`src/rtl/fwl_pkg.sv`:
```
package fwl_pkg;

  localparam int unsigned HDR_BYTES = 16;
  localparam logic [23:0] TAG_QEF   = 24'h514546;

  typedef enum logic [2:0] {
    ERR_NONE   = 3'd0,
    ERR_TAG    = 3'd1,
    ERR_DEVICE = 3'd2,
    ERR_BOUNDS = 3'd3,
    ERR_COUNT  = 3'd4
  } err_e;

  localparam logic [7:0] REG_RESET = 8'h00;
  localparam logic [7:0] REG_SPLIT = 8'h01;
  localparam logic [7:0] REG_IADDR = 8'h02;
  localparam logic [7:0] REG_IDATA = 8'h03;
  localparam logic [7:0] REG_ECTL  = 8'h04;
  localparam logic [7:0] REG_TRAP0 = 8'h10;

  // big-endian accumulation: older bytes move up
  function automatic logic [31:0] be_push(logic [23:0] acc, logic [7:0] b);
    return {acc, b};
  endfunction

  function automatic logic [31:0] desc_stride(int unsigned ntraps);
    return 32'(4 * ntraps + 16);
  endfunction

  function automatic logic [31:0] desc_base(logic [7:0] proc, int unsigned ntraps);
    return 32'(HDR_BYTES) + 32'(proc) * desc_stride(ntraps);
  endfunction

  function automatic logic device_ok(logic [31:0] fld, logic [15:0] model,
                                     logic [7:0] major, logic [7:0] minor);
    return (fld[31:16] == 16'h0000) ||
           ((fld[31:16] == model) && (fld[15:8] == major) && (fld[7:0] == minor));
  endfunction

endpackage

```
`src/rtl/fwl_byte_fetch.sv`:
```
module fwl_byte_fetch #(
  parameter int ADDR_W = 16
) (
  input  logic              clk,
  input  logic              rst_n,
  input  logic              start,
  input  logic [31:0]       addr,
  input  logic [2:0]        nbytes,
  input  logic [31:0]       limit,
  input  logic              limit_ok,
  output logic              rd_en,
  output logic [ADDR_W-1:0] rd_addr,
  input  logic [7:0]        rdata,
  output logic              done,
  output logic              oob,
  output logic [31:0]       value
);
  import fwl_pkg::*;

  logic        active_q, pend_q;
  logic [2:0]  n_q, iss_q, rcv_q;
  logic [31:0] base_q;
  logic [23:0] acc_q;
  logic [31:0] cur_addr;
  logic        issuing;

  assign cur_addr = base_q + 32'(iss_q);
  assign issuing  = active_q && (iss_q < n_q);
  assign oob      = issuing && limit_ok && (cur_addr >= limit);
  assign rd_en    = issuing && !oob;
  assign rd_addr  = cur_addr[ADDR_W-1:0];
  assign value    = be_push(acc_q, rdata);
  assign done     = pend_q && active_q && (rcv_q == n_q - 3'd1);

  always_ff @(posedge clk) begin
    if (!rst_n) begin
      active_q <= 1'b0;
      pend_q   <= 1'b0;
      n_q      <= '0;
      iss_q    <= '0;
      rcv_q    <= '0;
      base_q   <= '0;
      acc_q    <= '0;
    end else begin
      pend_q <= rd_en;
      if (start) begin
        active_q <= 1'b1;
        base_q   <= addr;
        n_q      <= nbytes;
        iss_q    <= '0;
        rcv_q    <= '0;
        acc_q    <= '0;
      end else begin
        if (rd_en) iss_q <= iss_q + 3'd1;
        if (pend_q) begin
          acc_q <= value[23:0];
          rcv_q <= rcv_q + 3'd1;
        end
        if (oob || done) active_q <= 1'b0;
      end
    end
  end

endmodule

```
`src/rtl/fwl_seq.sv`:
```
module fwl_seq #(
  parameter int MAX_PROC  = 2,
  parameter int NUM_TRAPS = 16,
  parameter int PROC_W    = 1
) (
  input  logic              clk,
  input  logic              rst_n,
  input  logic              start,
  input  logic [15:0]       cfg_model,
  input  logic [7:0]        cfg_major,
  input  logic [7:0]        cfg_minor,
  output logic              f_start,
  output logic [31:0]       f_addr,
  output logic [2:0]        f_nbytes,
  input  logic              f_done,
  input  logic              f_oob,
  input  logic [31:0]       f_value,
  output logic [31:0]       limit,
  output logic              limit_ok,
  output logic              wr_en,
  output logic [PROC_W-1:0] wr_proc,
  output logic [7:0]        wr_reg,
  output logic [31:0]       wr_data,
  output logic              busy,
  output logic              done,
  output logic              fail,
  output logic [2:0]        err_code
);
  import fwl_pkg::*;

  localparam int TRAP_W = (NUM_TRAPS > 1) ? $clog2(NUM_TRAPS) : 1;
  localparam logic [31:0] OFF_ECTL = 32'(4 * NUM_TRAPS);
  localparam logic [31:0] OFF_IOFF = OFF_ECTL + 32'd4;
  localparam logic [31:0] OFF_WCNT = OFF_ECTL + 32'd8;
  localparam logic [31:0] OFF_COFF = OFF_ECTL + 32'd12;
  localparam logic [TRAP_W-1:0] LAST_TRAP = TRAP_W'(NUM_TRAPS - 1);

  typedef enum logic [3:0] {
    S_IDLE, S_LEN, S_TAG, S_DEV, S_CNT, S_RST, S_SPLIT,
    S_WCNT, S_COFF, S_IOFF, S_WORD, S_TRAP, S_ECTL, S_FIN
  } state_e;

  state_e            state_q;
  logic              wait_q;
  logic [31:0]       len_q;
  logic              len_ok_q;
  logic [7:0]        cnt_q, proc_q;
  logic [31:0]       wcnt_q, coff_q, idx_q;
  logic [TRAP_W-1:0] trap_q;
  err_e              err_q;
  logic [31:0]       dbase;
  logic              fetching;

  assign dbase    = desc_base(proc_q, NUM_TRAPS);
  assign limit    = len_q;
  assign limit_ok = len_ok_q;
  assign busy     = (state_q != S_IDLE);
  assign err_code = err_q;

  always_comb begin
    fetching = 1'b1;
    f_addr   = '0;
    f_nbytes = 3'd4;
    unique case (state_q)
      S_LEN:  f_addr = 32'd0;
      S_TAG:  begin f_addr = 32'd4; f_nbytes = 3'd3; end
      S_DEV:  f_addr = 32'd8;
      S_CNT:  begin f_addr = 32'd12; f_nbytes = 3'd1; end
      S_WCNT: f_addr = dbase + OFF_WCNT;
      S_COFF: f_addr = dbase + OFF_COFF;
      S_IOFF: f_addr = dbase + OFF_IOFF;
      S_WORD: f_addr = coff_q + (idx_q << 2);
      S_TRAP: f_addr = dbase + (32'(trap_q) << 2);
      S_ECTL: f_addr = dbase + OFF_ECTL;
      default: fetching = 1'b0;
    endcase
    f_start = fetching && !wait_q;
  end

  always_ff @(posedge clk) begin
    if (!rst_n) begin
      state_q  <= S_IDLE;
      wait_q   <= 1'b0;
      len_q    <= '0;
      len_ok_q <= 1'b0;
      cnt_q    <= '0;
      proc_q   <= '0;
      wcnt_q   <= '0;
      coff_q   <= '0;
      idx_q    <= '0;
      trap_q   <= '0;
      err_q    <= ERR_NONE;
      wr_en    <= 1'b0;
      wr_proc  <= '0;
      wr_reg   <= '0;
      wr_data  <= '0;
      done     <= 1'b0;
      fail     <= 1'b0;
    end else begin
      wr_en <= 1'b0;
      done  <= 1'b0;
      fail  <= 1'b0;
      if (f_start) wait_q <= 1'b1;
      if (f_oob) begin
        wait_q  <= 1'b0;
        err_q   <= ERR_BOUNDS;
        fail    <= 1'b1;
        state_q <= S_IDLE;
      end else if (f_done && wait_q) begin
        wait_q <= 1'b0;
        unique case (state_q)
          S_LEN: begin
            len_q    <= f_value;
            len_ok_q <= 1'b1;
            state_q  <= S_TAG;
          end
          S_TAG: begin
            if (f_value[23:0] == TAG_QEF) state_q <= S_DEV;
            else begin err_q <= ERR_TAG; fail <= 1'b1; state_q <= S_IDLE; end
          end
          S_DEV: begin
            if (device_ok(f_value, cfg_model, cfg_major, cfg_minor)) state_q <= S_CNT;
            else begin err_q <= ERR_DEVICE; fail <= 1'b1; state_q <= S_IDLE; end
          end
          S_CNT: begin
            if (f_value == 32'd0 || f_value > 32'(MAX_PROC)) begin
              err_q <= ERR_COUNT; fail <= 1'b1; state_q <= S_IDLE;
            end else begin
              cnt_q   <= f_value[7:0];
              state_q <= S_RST;
            end
          end
          S_WCNT: begin wcnt_q <= f_value; state_q <= S_COFF; end
          S_COFF: begin coff_q <= f_value; state_q <= S_IOFF; end
          S_IOFF: begin
            wr_en   <= 1'b1;
            wr_proc <= proc_q[PROC_W-1:0];
            wr_reg  <= REG_IADDR;
            wr_data <= f_value;
            idx_q   <= '0;
            trap_q  <= '0;
            state_q <= (wcnt_q == 32'd0) ? S_TRAP : S_WORD;
          end
          S_WORD: begin
            wr_en   <= 1'b1;
            wr_proc <= proc_q[PROC_W-1:0];
            wr_reg  <= REG_IDATA;
            wr_data <= f_value;
            idx_q   <= idx_q + 32'd1;
            if (idx_q + 32'd1 == wcnt_q) state_q <= S_TRAP;
          end
          S_TRAP: begin
            if (f_value != 32'd0) begin
              wr_en   <= 1'b1;
              wr_proc <= proc_q[PROC_W-1:0];
              wr_reg  <= REG_TRAP0 + 8'(trap_q);
              wr_data <= f_value;
            end
            trap_q <= trap_q + 1'b1;
            if (trap_q == LAST_TRAP) state_q <= S_ECTL;
          end
          S_ECTL: begin
            wr_en   <= 1'b1;
            wr_proc <= proc_q[PROC_W-1:0];
            wr_reg  <= REG_ECTL;
            wr_data <= f_value;
            if (proc_q + 8'd1 == cnt_q) state_q <= S_FIN;
            else begin
              proc_q  <= proc_q + 8'd1;
              state_q <= S_WCNT;
            end
          end
          default: state_q <= state_q;
        endcase
      end else begin
        unique case (state_q)
          S_IDLE: if (start) begin
            err_q    <= ERR_NONE;
            len_ok_q <= 1'b0;
            proc_q   <= '0;
            state_q  <= S_LEN;
          end
          S_RST: begin
            wr_en   <= 1'b1;
            wr_proc <= '0;
            wr_reg  <= REG_RESET;
            wr_data <= 32'd1;
            state_q <= S_SPLIT;
          end
          S_SPLIT: begin
            wr_en   <= 1'b1;
            wr_proc <= '0;
            wr_reg  <= REG_SPLIT;
            wr_data <= {31'd0, (cnt_q > 8'd1)};
            proc_q  <= '0;
            state_q <= S_WCNT;
          end
          S_FIN: begin
            done    <= 1'b1;
            state_q <= S_IDLE;
          end
          default: state_q <= state_q;
        endcase
      end
    end
  end

endmodule

```
`src/rtl/fw_image_loader.sv`:
```
module fw_image_loader #(
  parameter int ADDR_W    = 16,
  parameter int MAX_PROC  = 2,
  parameter int NUM_TRAPS = 16,
  localparam int PROC_W   = (MAX_PROC > 1) ? $clog2(MAX_PROC) : 1
) (
  input  logic              clk,
  input  logic              rst_n,
  input  logic              start,
  input  logic [15:0]       cfg_model,
  input  logic [7:0]        cfg_major,
  input  logic [7:0]        cfg_minor,
  output logic              img_rd_en,
  output logic [ADDR_W-1:0] img_addr,
  input  logic [7:0]        img_rdata,
  output logic              wr_en,
  output logic [PROC_W-1:0] wr_proc,
  output logic [7:0]        wr_reg,
  output logic [31:0]       wr_data,
  output logic              busy,
  output logic              done,
  output logic              fail,
  output logic [2:0]        err_code
);

  logic        f_start, f_done, f_oob;
  logic [31:0] f_addr, f_value;
  logic [2:0]  f_nbytes;
  logic [31:0] img_limit;
  logic        limit_ok;

  fwl_byte_fetch #(.ADDR_W(ADDR_W)) u_fetch (
    .clk      (clk),
    .rst_n    (rst_n),
    .start    (f_start),
    .addr     (f_addr),
    .nbytes   (f_nbytes),
    .limit    (img_limit),
    .limit_ok (limit_ok),
    .rd_en    (img_rd_en),
    .rd_addr  (img_addr),
    .rdata    (img_rdata),
    .done     (f_done),
    .oob      (f_oob),
    .value    (f_value)
  );

  fwl_seq #(.MAX_PROC(MAX_PROC), .NUM_TRAPS(NUM_TRAPS), .PROC_W(PROC_W)) u_seq (
    .clk       (clk),
    .rst_n     (rst_n),
    .start     (start),
    .cfg_model (cfg_model),
    .cfg_major (cfg_major),
    .cfg_minor (cfg_minor),
    .f_start   (f_start),
    .f_addr    (f_addr),
    .f_nbytes  (f_nbytes),
    .f_done    (f_done),
    .f_oob     (f_oob),
    .f_value   (f_value),
    .limit     (img_limit),
    .limit_ok  (limit_ok),
    .wr_en     (wr_en),
    .wr_proc   (wr_proc),
    .wr_reg    (wr_reg),
    .wr_data   (wr_data),
    .busy      (busy),
    .done      (done),
    .fail      (fail),
    .err_code  (err_code)
  );

endmodule

```
`config.mk`:
```
export PLATFORM = sky130hd
export DESIGN_NAME = fw_image_loader
export DESIGN_NICKNAME = d
export VERILOG_FILES = /design/src/rtl/fwl_pkg.sv /design/src/rtl/fwl_byte_fetch.sv /design/src/rtl/fwl_seq.sv /design/src/rtl/fw_image_loader.sv
export SDC_FILE = /design/constraint.sdc
export NUM_CORES = 1
export LEC_CHECK = 0
export BUFFER_PORTS_ARGS = -buffer_cell sky130_fd_sc_hd__buf_2
export CAP_MARGIN = 20
export CORE_MARGIN = 5
export CORE_UTILIZATION = 30
export DETAILED_ROUTE_END_ITERATION = 10
export PLACE_DENSITY = 0.52
export SYNTH_ARGS = -nofsm -noshare
export SYNTH_HDL_FRONTEND = slang
export SYNTH_SLANG_ARGS = --single-unit
```
`constraint.sdc`:
```
create_clock -name clk -period 12.7 [get_ports clk]
set_input_delay 2.54 -clock clk [delete_from_list [all_inputs] [get_ports clk]]
set_output_delay 2.54 -clock clk [all_outputs]
set_load 0.05 [all_outputs]
```
# After elaboration in Yosys (flattened, before gate mapping)
# Cells that the tools add are included.
[classes]
add_sub_neg = 15
multipliers = 1
div = 0
magnitude_cmp = 4
eq_ne = 39
n_shift = 0
muxes = 58
bitwise_logic = 3
reduce_logical = 52
[op_table]
columns = ["op", "count"]
rows = [
  ["32-bit case mux with 9 select lines", 1],
  ["32-bit case mux with 2 select lines", 3],
  ["32-bit by 7-bit adder with 32-bit output (second input constant)", 4],
  ["32-bit zero test", 2],
  ["32-bit two-way mux", 2],
  ["8-bit two-way mux", 6],
  ["4-bit case mux with 10 select lines", 1],
  ["32-bit by 1-bit adder with 32-bit output (second input constant)", 1],
  ["32-bit by 3-bit adder with 32-bit output", 1],
  ["32-bit adder", 1],
  ["32-bit by 6-bit adder with 32-bit output", 1],
  ["32-bit == test", 1],
  ["32-bit greater-or-equal comparator", 1],
  ["32-bit by 2-bit > comparator with 1-bit output (second input constant)", 1],
  ["8-bit case mux with 2 select lines", 2],
  ["8-bit case mux with 4 select lines", 1],
  ["32-bit nonzero test", 1],
  ["4-bit == test (second input constant)", 7],
  ["24-bit by 23-bit == test with 1-bit output (second input constant)", 1],
  ["8-bit == test", 3],
  ["3-bit two-way mux", 8],
  ["3-bit inequality test (second input constant)", 7],
  ["1-bit two-way mux", 20],
  ["4-bit two-way mux", 5],
  ["other kinds (43)", 91],
]
[word_totals]
ff_bits = 268
latchBits = 0
ramBits = 0
mem_bits_ro = 0
input_bits = 43
n_memories = 0

# Longest topological paths before layout
# Gate-level depths: netlist (run 1).
[logic_depth]
ltp_word = 8
depth_mapped = 23

# Modules after synthesis
# A second synthesis (run 1) with hierarchy kept.
[unflattened]
hier_cells = 2070
area_unflattened_um2 = 16694.8
[modules_own_cells]
columns = ["module", "instances", "cells_each", "area_each_um2", "seq_area_each_um2"]
rows = [
  ["fwl_seq", 1, 1620, 12605.8, 3963.8],
  ["fwl_byte_fetch", 1, 450, 4088.9, 1341.3],
]

# Worst setup path before layout (run 1)
# No wires, ideal clock.
[synth_timing]
path_type = "flip-flop to output port"
startpoint = "reg u_fetch.iss_q[0]"
endpoint = "out img_rd_en"
arrival_time_ns = 4.303
required_time_ns = 10.160
path_slack_ns = 5.857
stages_incl_launch_ff = 17
n_path_buf = 2
path_cell_list = "dfxtp_1 -> ha_1 -> fa_1 -> a21o_1 -> nand3_1 -> nor2_1 -> xnor2_1 -> ha_1 -> o21a_1 -> o211ai_1 -> a2111oi_0 -> nand2_1 -> a31oi_1 -> o311ai_4 -> buf_4 -> and2_0 -> clkbuf_1"
[synth_between]
elab_cells_between_ends = 8
[synth_rtl]
columns = ["element", "line_no", "source"]
rows = [
  ["from (decl)", "fwl_byte_fetch.sv:21", "logic [2:0] n_q, iss_q, rcv_q;"],
  ["from (signal assigned)", "fwl_byte_fetch.sv:54", "if (rd_en) iss_q <= iss_q + 3'd1;"],
  ["32-bit by 3-bit adder with 32-bit output", "fwl_byte_fetch.sv:27", "assign cur_addr = base_q + 32'(iss_q);"],
  ["net img_addr[12]", "fw_image_loader.sv:14", "output logic [ADDR_W-1:0] img_addr,"],
  ["32-bit greater-or-equal comparator", "fwl_byte_fetch.sv:29", "assign oob = issuing && limit_ok && (cur_addr >= limit);"],
  ["1-bit logical AND", "fwl_byte_fetch.sv:29", ""],
  ["1-bit zero test", "fwl_byte_fetch.sv:30", "assign rd_en = issuing && !oob;"],
  ["1-bit logical AND", "fwl_byte_fetch.sv:30", ""],
  ["to (decl)", "fw_image_loader.sv:13", "output logic img_rd_en,"],
]
# The timed path passes the listed nets, and every way through them passes these cells.

# Final worst setup path (run 1)
[layout_timing]
startpoint = "reg u_fetch.iss_q[1]"
endpoint = "out img_rd_en"
[layout_between]
elab_chain_len = 6
elab_cells_between_ends = 8
[layout_lines]
columns = ["element", "line_no"]
rows = [
  ["parallel branches: the longest is 5 deep, another holds 32-bit by 3-bit adder with 32-bit output", "--"],
  ["1-bit logical AND (*)", "fwl_byte_fetch.sv:30"],
]
# Every way passes the cells marked *.

==> results of run 1 <==
## stage by stage
step	total power [mW]	area [µm²]	hold slack, ps	setup slack (ps)	std cells
after floorplan	0.906	16000	442	5860	1957
after global placement	0.934	17000	454	5380	2640
after detailed placement	0.935	17000	455	5330	2640
after CTS	1.83	18000	465	4710	2693
after global routing	1.87	18100	486	4310	2696
final	1.82	18100	461	4770	2696
## worst min-delay path, cell delays in order (launching register included)
cell      delay, ps
dfxtp_1         310
nand2_1          40
a21boi_0         60
## per-layer routing
metal  GRT usage  up-vias  share of wire  wire length [µm]
li1            -     7052              -                 -
met1       0.262     6807           0.49             25900
met2       0.267      450           0.43             22500
met3      0.0248       65          0.058              3060
met4      0.0441        0          0.024              1270
met5           0        -              0                 0
## cell families after synthesis
kind of cell | synth area share
other | 0.000235
adder cells (fa/ha/maj) | 0.0731
buffers and inverters | 0.0495
AO/OA/AOI/OAI | 0.200
XOR/XNOR | 0.0914
multiplexers | 0.0363
AND/OR/NAND/NOR | 0.217
flip-flops | 0.332
## final cells by class
type                       count  area share
multi-input combinational   1495       0.548
sequential                   265       0.294
tap                          688      0.0477
clock buffer                  35      0.0436
timing repair buffer         124      0.0399
inverter                      71      0.0148
clock inverter                18      0.0122
## power breakdown
| group | leakage (nW) | internal, mW | total (mW) | switching (mW) |
|---|---|---|---|---|
| Sequential | 2.13 | 0.834 | 0.838 | 0.00431 |
| Clock | 0.492 | 0.528 | 0.899 | 0.371 |
| Combinational | 4.49 | 0.0247 | 0.0790 | 0.0542 |
| Total | 7.12 | 1.39 | 1.82 | 0.430 |
## cell usage in the layout (no fill, tap or decap), types with 11 or more instances in the layout
| cell | n |
|---|---|
| a21o_1 | 18 |
| xnor2_1 | 84 |
| nor4_1 | 35 |
| a22o_1 | 41 |
| buf_4 | 18 |
| a211oi_1 | 11 |
| nor3_1 | 37 |
| and2_1 | 12 |
| xor2_1 | 80 |
| nand2b_1 | 17 |
| inv_1 | 71 |
| nand3_1 | 88 |
| o211ai_1 | 12 |
| o21ai_0 | 122 |
| and3_1 | 28 |
| or3_1 | 20 |
| o21a_1 | 18 |
| a21boi_0 | 64 |
| ha_1 | 87 |
| buf_2 | 103 |
| mux2i_1 | 58 |
| dfxtp_1 | 265 |
| nor2_1 | 121 |
| a21oi_1 | 68 |
| clkbuf_16 | 29 |
| nand4_1 | 30 |
| a31oi_1 | 25 |
| nor2b_1 | 15 |
| nand2_1 | 253 |
## worst paths after layout
path	start	to	slack, ps
worst min-delay path	u_seq.wr_reg[0]	u_seq.wr_reg[0]	460
worst max-delay path	u_fetch.iss_q[1]	img_rd_en	4770
worst min register to register	u_seq.wr_reg[0]	u_seq.wr_reg[0]	460
worst max register to register	u_fetch.iss_q[1]	u_seq.idx_q[12]	7230
==> metrics.md, run 1 <==
| Metric | Value |
|---|---|
| Worst path bufs/invs | `2` |
| Post-DRT Antenna Nets | `0` |
| Top cell type by total area after synthesis | `dfxtp_1` |
| Asr flop ratio synth | `0` |
| Starting Density | `0.303` |
| Seq/Total Area, Yosys | `0.332` |
| Crit-path cells | `ha_1, a21o_1, a21oi_1, nor2b_1, nand2_1, nor2_1, nand3_1, nor2_1, nand4_1, xnor2_1, ha_1, nand4_1, or2_2, a2111oi_0, nand2_1, a31oi_1, o311ai_4, buf_4, and2_0, buf_2` |
| Synth Warn # | `0` |
| Rel. slew slack | `0.268` |
| Most used DFF post-synth | `dfxtp_1` |
| Initial antenna violation count | `0` |
| Footprint of the multi-input gates | `9900 µm²` |
| Crit path max-delay family | `simple AND/OR/NAND/NOR gates` |
| Slew @ Worst Pin | `1090 ps` |
| Port bufs | `104` |
| DR pass1 iterations | `6` |
| Final Hold Viols | `0` |
| Die Span Y | `241 µm` |
| Largest net degree at the start of global routing | `87` |
| Clock Skews | `18.0 ps` |
| Peak supply drop | `0.0868 mV` |
| CTS tree | `built` |
| Post-CTS sizing | `0` |
| CTS Hold Buffers Added | `0` |
| Hold path cells | `2` |
| Ports | `108` |
| Rows | `84` |
| Startpoint Class | `flop` |
| Vias in the first global route | `13,700` |
| Die width | `241 µm` |
| Final min period | `7930 ps` |
| First-pass GRT wire length | `81.2 mm` |
| Worst hold path type | `flop to flop` |
| Core area | `52,700 µm²` |
| Max-slew violation count | `0` |
| CP required | `10,160 ps` |
| Die ar. | `58,000 µm²` |
| Unrepaired setup endpoints after global routing | `false` |
| Synth top cells by count | `265 x dfxtp_1, 253 x nand2_1, 122 x o21ai_0` |
| Synth Instances | `1,955` |
| CP Capture Type | `output pin` |
| Initial DRC count | `1,021` |
| Power Dens Cells | `101 nW/µm²` |
| Mapped Area | `16,000 µm²` |
| CP arrival | `5390 ps` |
| Area fraction of the dominant cell type after synthesis | `0.332` |
| Average wire per standard cell | `19.5 µm` |
| Worst-path clk slew | `70 ps` |
| Root Driver | `clkbuf_16` |
| H-Tree Depth | `1` |
| Slowest CP cell | `a2111oi_0` |
| Top-count cell post-synth | `dfxtp_1` |
| Nets | `2,120` |
| Drt drc | `0` |
| Worst r2r path cells | `21` |
| Final worst-path cycle share | `0.624` |
| Post-route setup TNS | `0 ps` |
| Share of cells above drive strength 1 | `0.105` |
| Flip-flop and latch count after synthesis | `265` |
| Final core utilization | `0.343` |
| Diode count | `0` |
| FMAX | `126 MHz` |
| Area growth, synth to finish | `13.0%` |
| Setup violators final | `0` |
| Via density per instance | `5.33` |
| Worst Path Max Fanout | `26` |
| Register area | `5310 µm²` |
| Final HPWL from detailed placement | `39.4 mm` |
| Post-synth EDFFs | `0` |
| Vias | `14,400` |
| Number of buffers created by CTS | `29` |
| Mapped Avg Cell Area | `8.17 µm²` |
| CP Depth | `20` |
| Total Routing Usage GR | `0.175` |
| Netlist cell types | `88` |
| Setup Buffers After CTS | `0` |
| GPL Wtd Cong | `0.941` |
| Fill cells | `5,460` |
| Top area cells in the synthesized netlist | `dfxtp_1 33%, ha_1 6.8%, nand2_1 5.9%` |
| GRT overflow | `0` |
| Worst-Skew Late Latency | `560 ps` |
| CTS Buffer Depth | `3` |
| DRT Wirelength | `52.7 mm` |
| Setup Crit Path Kind | `flop to output pin` |
| Max cap viols | `0` |
| P_leak | `7.12 nW` |
| CTS Sinks | `265` |
| Outcome | `completed` |
| Largest incremental delay on the critical path | `400 ps` |
Note: power is estimated with default switching activity, not from simulation.
==> inputs of run 2 (changes only) <==
Clock period 12.7 ns to 7.4 ns, I/O delays scaled along.
==> run 2 against run 1 <==
Effect of this change: design area decreased by 0.27%; sequential share of layout area increased by 0.080 points; die area stayed put.
==> metrics.md, run 2 (synthesized netlist as in run 1, its figures left out) <==
| Metric | Value |
|---|---|
| Via density per instance | `5.32` |
| DR pass1 iterations | `6` |
| FMAX | `149 MHz` |
| Post-CTS sizing | `0` |
| CP arrival | `5210 ps` |
| Hold wc startpoint | `u_seq.wr_reg[0]` |
| Rows | `84` |
| Crit path max-delay family | `simple AND/OR/NAND/NOR gates` |
| Switching share of total power | `0.228` |
| CP Capture Type | `output pin` |
| Rel. slew slack | `0.277` |
| Max-slew violation count | `0` |
| Power Dens Cells | `172 nW/µm²` |
| Total power draw | `3.09 mW` |
| Initial antenna violation count | `0` |
| Largest incremental delay on the critical path | `480 ps` |
| Diode count | `0` |
| H-Tree Depth | `1` |
| Final HPWL from detailed placement | `39.3 mm` |
| Hold path endpoint | `u_seq.wr_reg[0]` |
| Share of cells above drive strength 1 | `0.101` |
| Die width | `241 µm` |
| Core area | `52,700 µm²` |
| Clock power frac | `0.491` |
| Initial DRC count | `1,070` |
| GPL Wtd Cong | `0.888` |
| Worst r2r path cells | `22` |
| Sequential share of power | `0.467` |
| Average wire per standard cell | `19.4 µm` |
| Startpoint Class | `flop` |
| CP required | `5920 ps` |
| Worst Path Max Fanout | `5` |
| Vias in the first global route | `13,800` |
| Sw Pwr | `0.705 mW` |
| Worst path bufs/invs | `1` |
| Number of buffers created by CTS | `28` |
| Final min period | `6690 ps` |
| Slew @ Worst Pin | `1080 ps` |
| CTS Hold Buffers Added | `0` |
| Starting Density | `0.303` |
| Setup Buffers After CTS | `0` |
| Clock Skews | `13.5 ps` |
| Die Span Y | `241 µm` |
| Most common cell after layout, fill and taps aside | `dfxtp_1` |
| P_leak | `7.09 nW` |
| Final Hold Viols | `0` |
| Worst-Skew Late Latency | `570 ps` |
| CTS tree | `built` |
| Outcome | `completed` |
| Root Driver | `clkbuf_16` |
| CTS Buffer Depth | `3` |
| Setup violators final | `0` |
| Unrepaired setup endpoints after global routing | `false` |
| Post-DRT Antenna Nets | `0` |
| Largest net degree at the start of global routing | `103` |
| Post-route setup TNS | `0 ps` |
| Reg2reg end | `u_seq.coff_q[5]` |
| Total Routing Usage GR | `0.174` |
| Highest-count cells in the layout ignoring fill and taps | `265 x dfxtp_1, 253 x nand2_1, 122 x o21ai_0` |
| Port bufs | `104` |
| Worst-path clk slew | `70 ps` |
| Critical R2R Launch | `u_fetch.iss_q[1]` |
| Cell Int Power | `2.39 mW` |
| Comb pwr share | `0.042` |
| Peak supply drop | `0.149 mV` |
| Max cap viols | `0` |
| First-pass GRT wire length | `80.7 mm` |
| Ports | `108` |
| Worst hold path type | `flop to flop` |
| Final worst-path cycle share | `0.904` |
| Fill cells | `5,434` |
| Crit-path cells | `ha_1, a21o_1, a21oi_1, nor2b_1, nand2_1, nor2_1, nand3_1, nor2_1, nand4_1, xnor2_1, ha_1, nand4_1, or2_2, a2111oi_0, nand2_1, a31oi_1, o311ai_4, and2_0, buf_2` |
| Hold path cells | `2` |
| CTS Sinks | `265` |
| Slowest CP cell | `a2111oi_0` |
| GRT overflow | `0` |
| DRT Wirelength | `52.2 mm` |
| Area growth, synth to finish | `12.7%` |
| Setup Crit Path Kind | `flop to output pin` |
| Vias | `14,300` |
| Die ar. | `58,000 µm²` |
| Drt drc | `0` |
| Nets | `2,116` |
| Setup slack, reg-to-reg | `1830 ps` |
==> run 2: layout make-up <==
cell class	instances	area, µm²	area share
multi-input combinational	1495	9900	0.550
sequential	265	5310	0.294
tap	688	861	0.0478
clock buffer	40	827	0.0459
timing repair buffer	121	691	0.0383
inverter	71	267	0.0148
clock inverter	11	163	0.00903
==> run 2: worst reg2reg max path, stage by stage, from the launching register on <==
cell,delay (ps)
dfxtp_1,380
ha_1,310
a21o_1,100
a21oi_1,100
nor2b_1,250
nand2_1,150
nor2_1,340
nand3_1,230
nor2_1,260
nand4_1,140
xnor2_1,150
ha_1,300
nand4_1,70
or2_2,320
a2111oi_0,480
nand2_1,100
a31oi_1,270
o311ai_4,160
buf_4,270
nand3_2,620
buf_4,300
nand3_1,80
o21ai_0,90
==> run 2: metal layers <==
metal	wire length, µm	GRT usage	part of all wire	vias to the layer above
met5	0	0	0	-
met4	1270	0.0477	0.024	0
met2	22500	0.270	0.43	437
met1	25500	0.256	0.49	6759
li1	-	-	-	7052
met3	2960	0.0211	0.057	79
==> run 2: worst max path at each step <==
stage,slack [ps],to,cells past startpoint,from
floorplan,1620,img_rd_en,16,u_fetch.iss_q[0]
global placement,1340,img_rd_en,19,u_fetch.iss_q[1]
detailed placement,1270,img_rd_en,19,u_fetch.iss_q[1]
CTS,620,img_rd_en,19,u_fetch.iss_q[1]
global route,250,img_rd_en,19,u_fetch.iss_q[1]
finish,710,img_rd_en,19,u_fetch.iss_q[1]
==> run 2: metrics by stage <==
step,area [µm²],util,setup WS (ps),hold WS (ps),cells
after global placement,17000,0.322,1340,452,2638
after floorplan,16000,-,1620,442,1957
after CTS,18000,0.342,622,468,2690
final,18000,0.342,708,465,2691
after detailed placement,17000,0.323,1270,451,2639
after global routing,18000,0.342,245,487,2691
==> run 2: power groups by stage <==
stage / Combinational (mW) / Clock, mW / Sequential (mW)
5_1_grt: 0.140 / 1.62 / 1.44
3_5_place_dp: 0.128 / 0 / 1.47
6_report: 0.129 / 1.52 / 1.44
3_3_place_gp: 0.128 / 0 / 1.47
2_1_floorplan: 0.0889 / 0 / 1.47
4_1_cts: 0.129 / 1.56 / 1.44
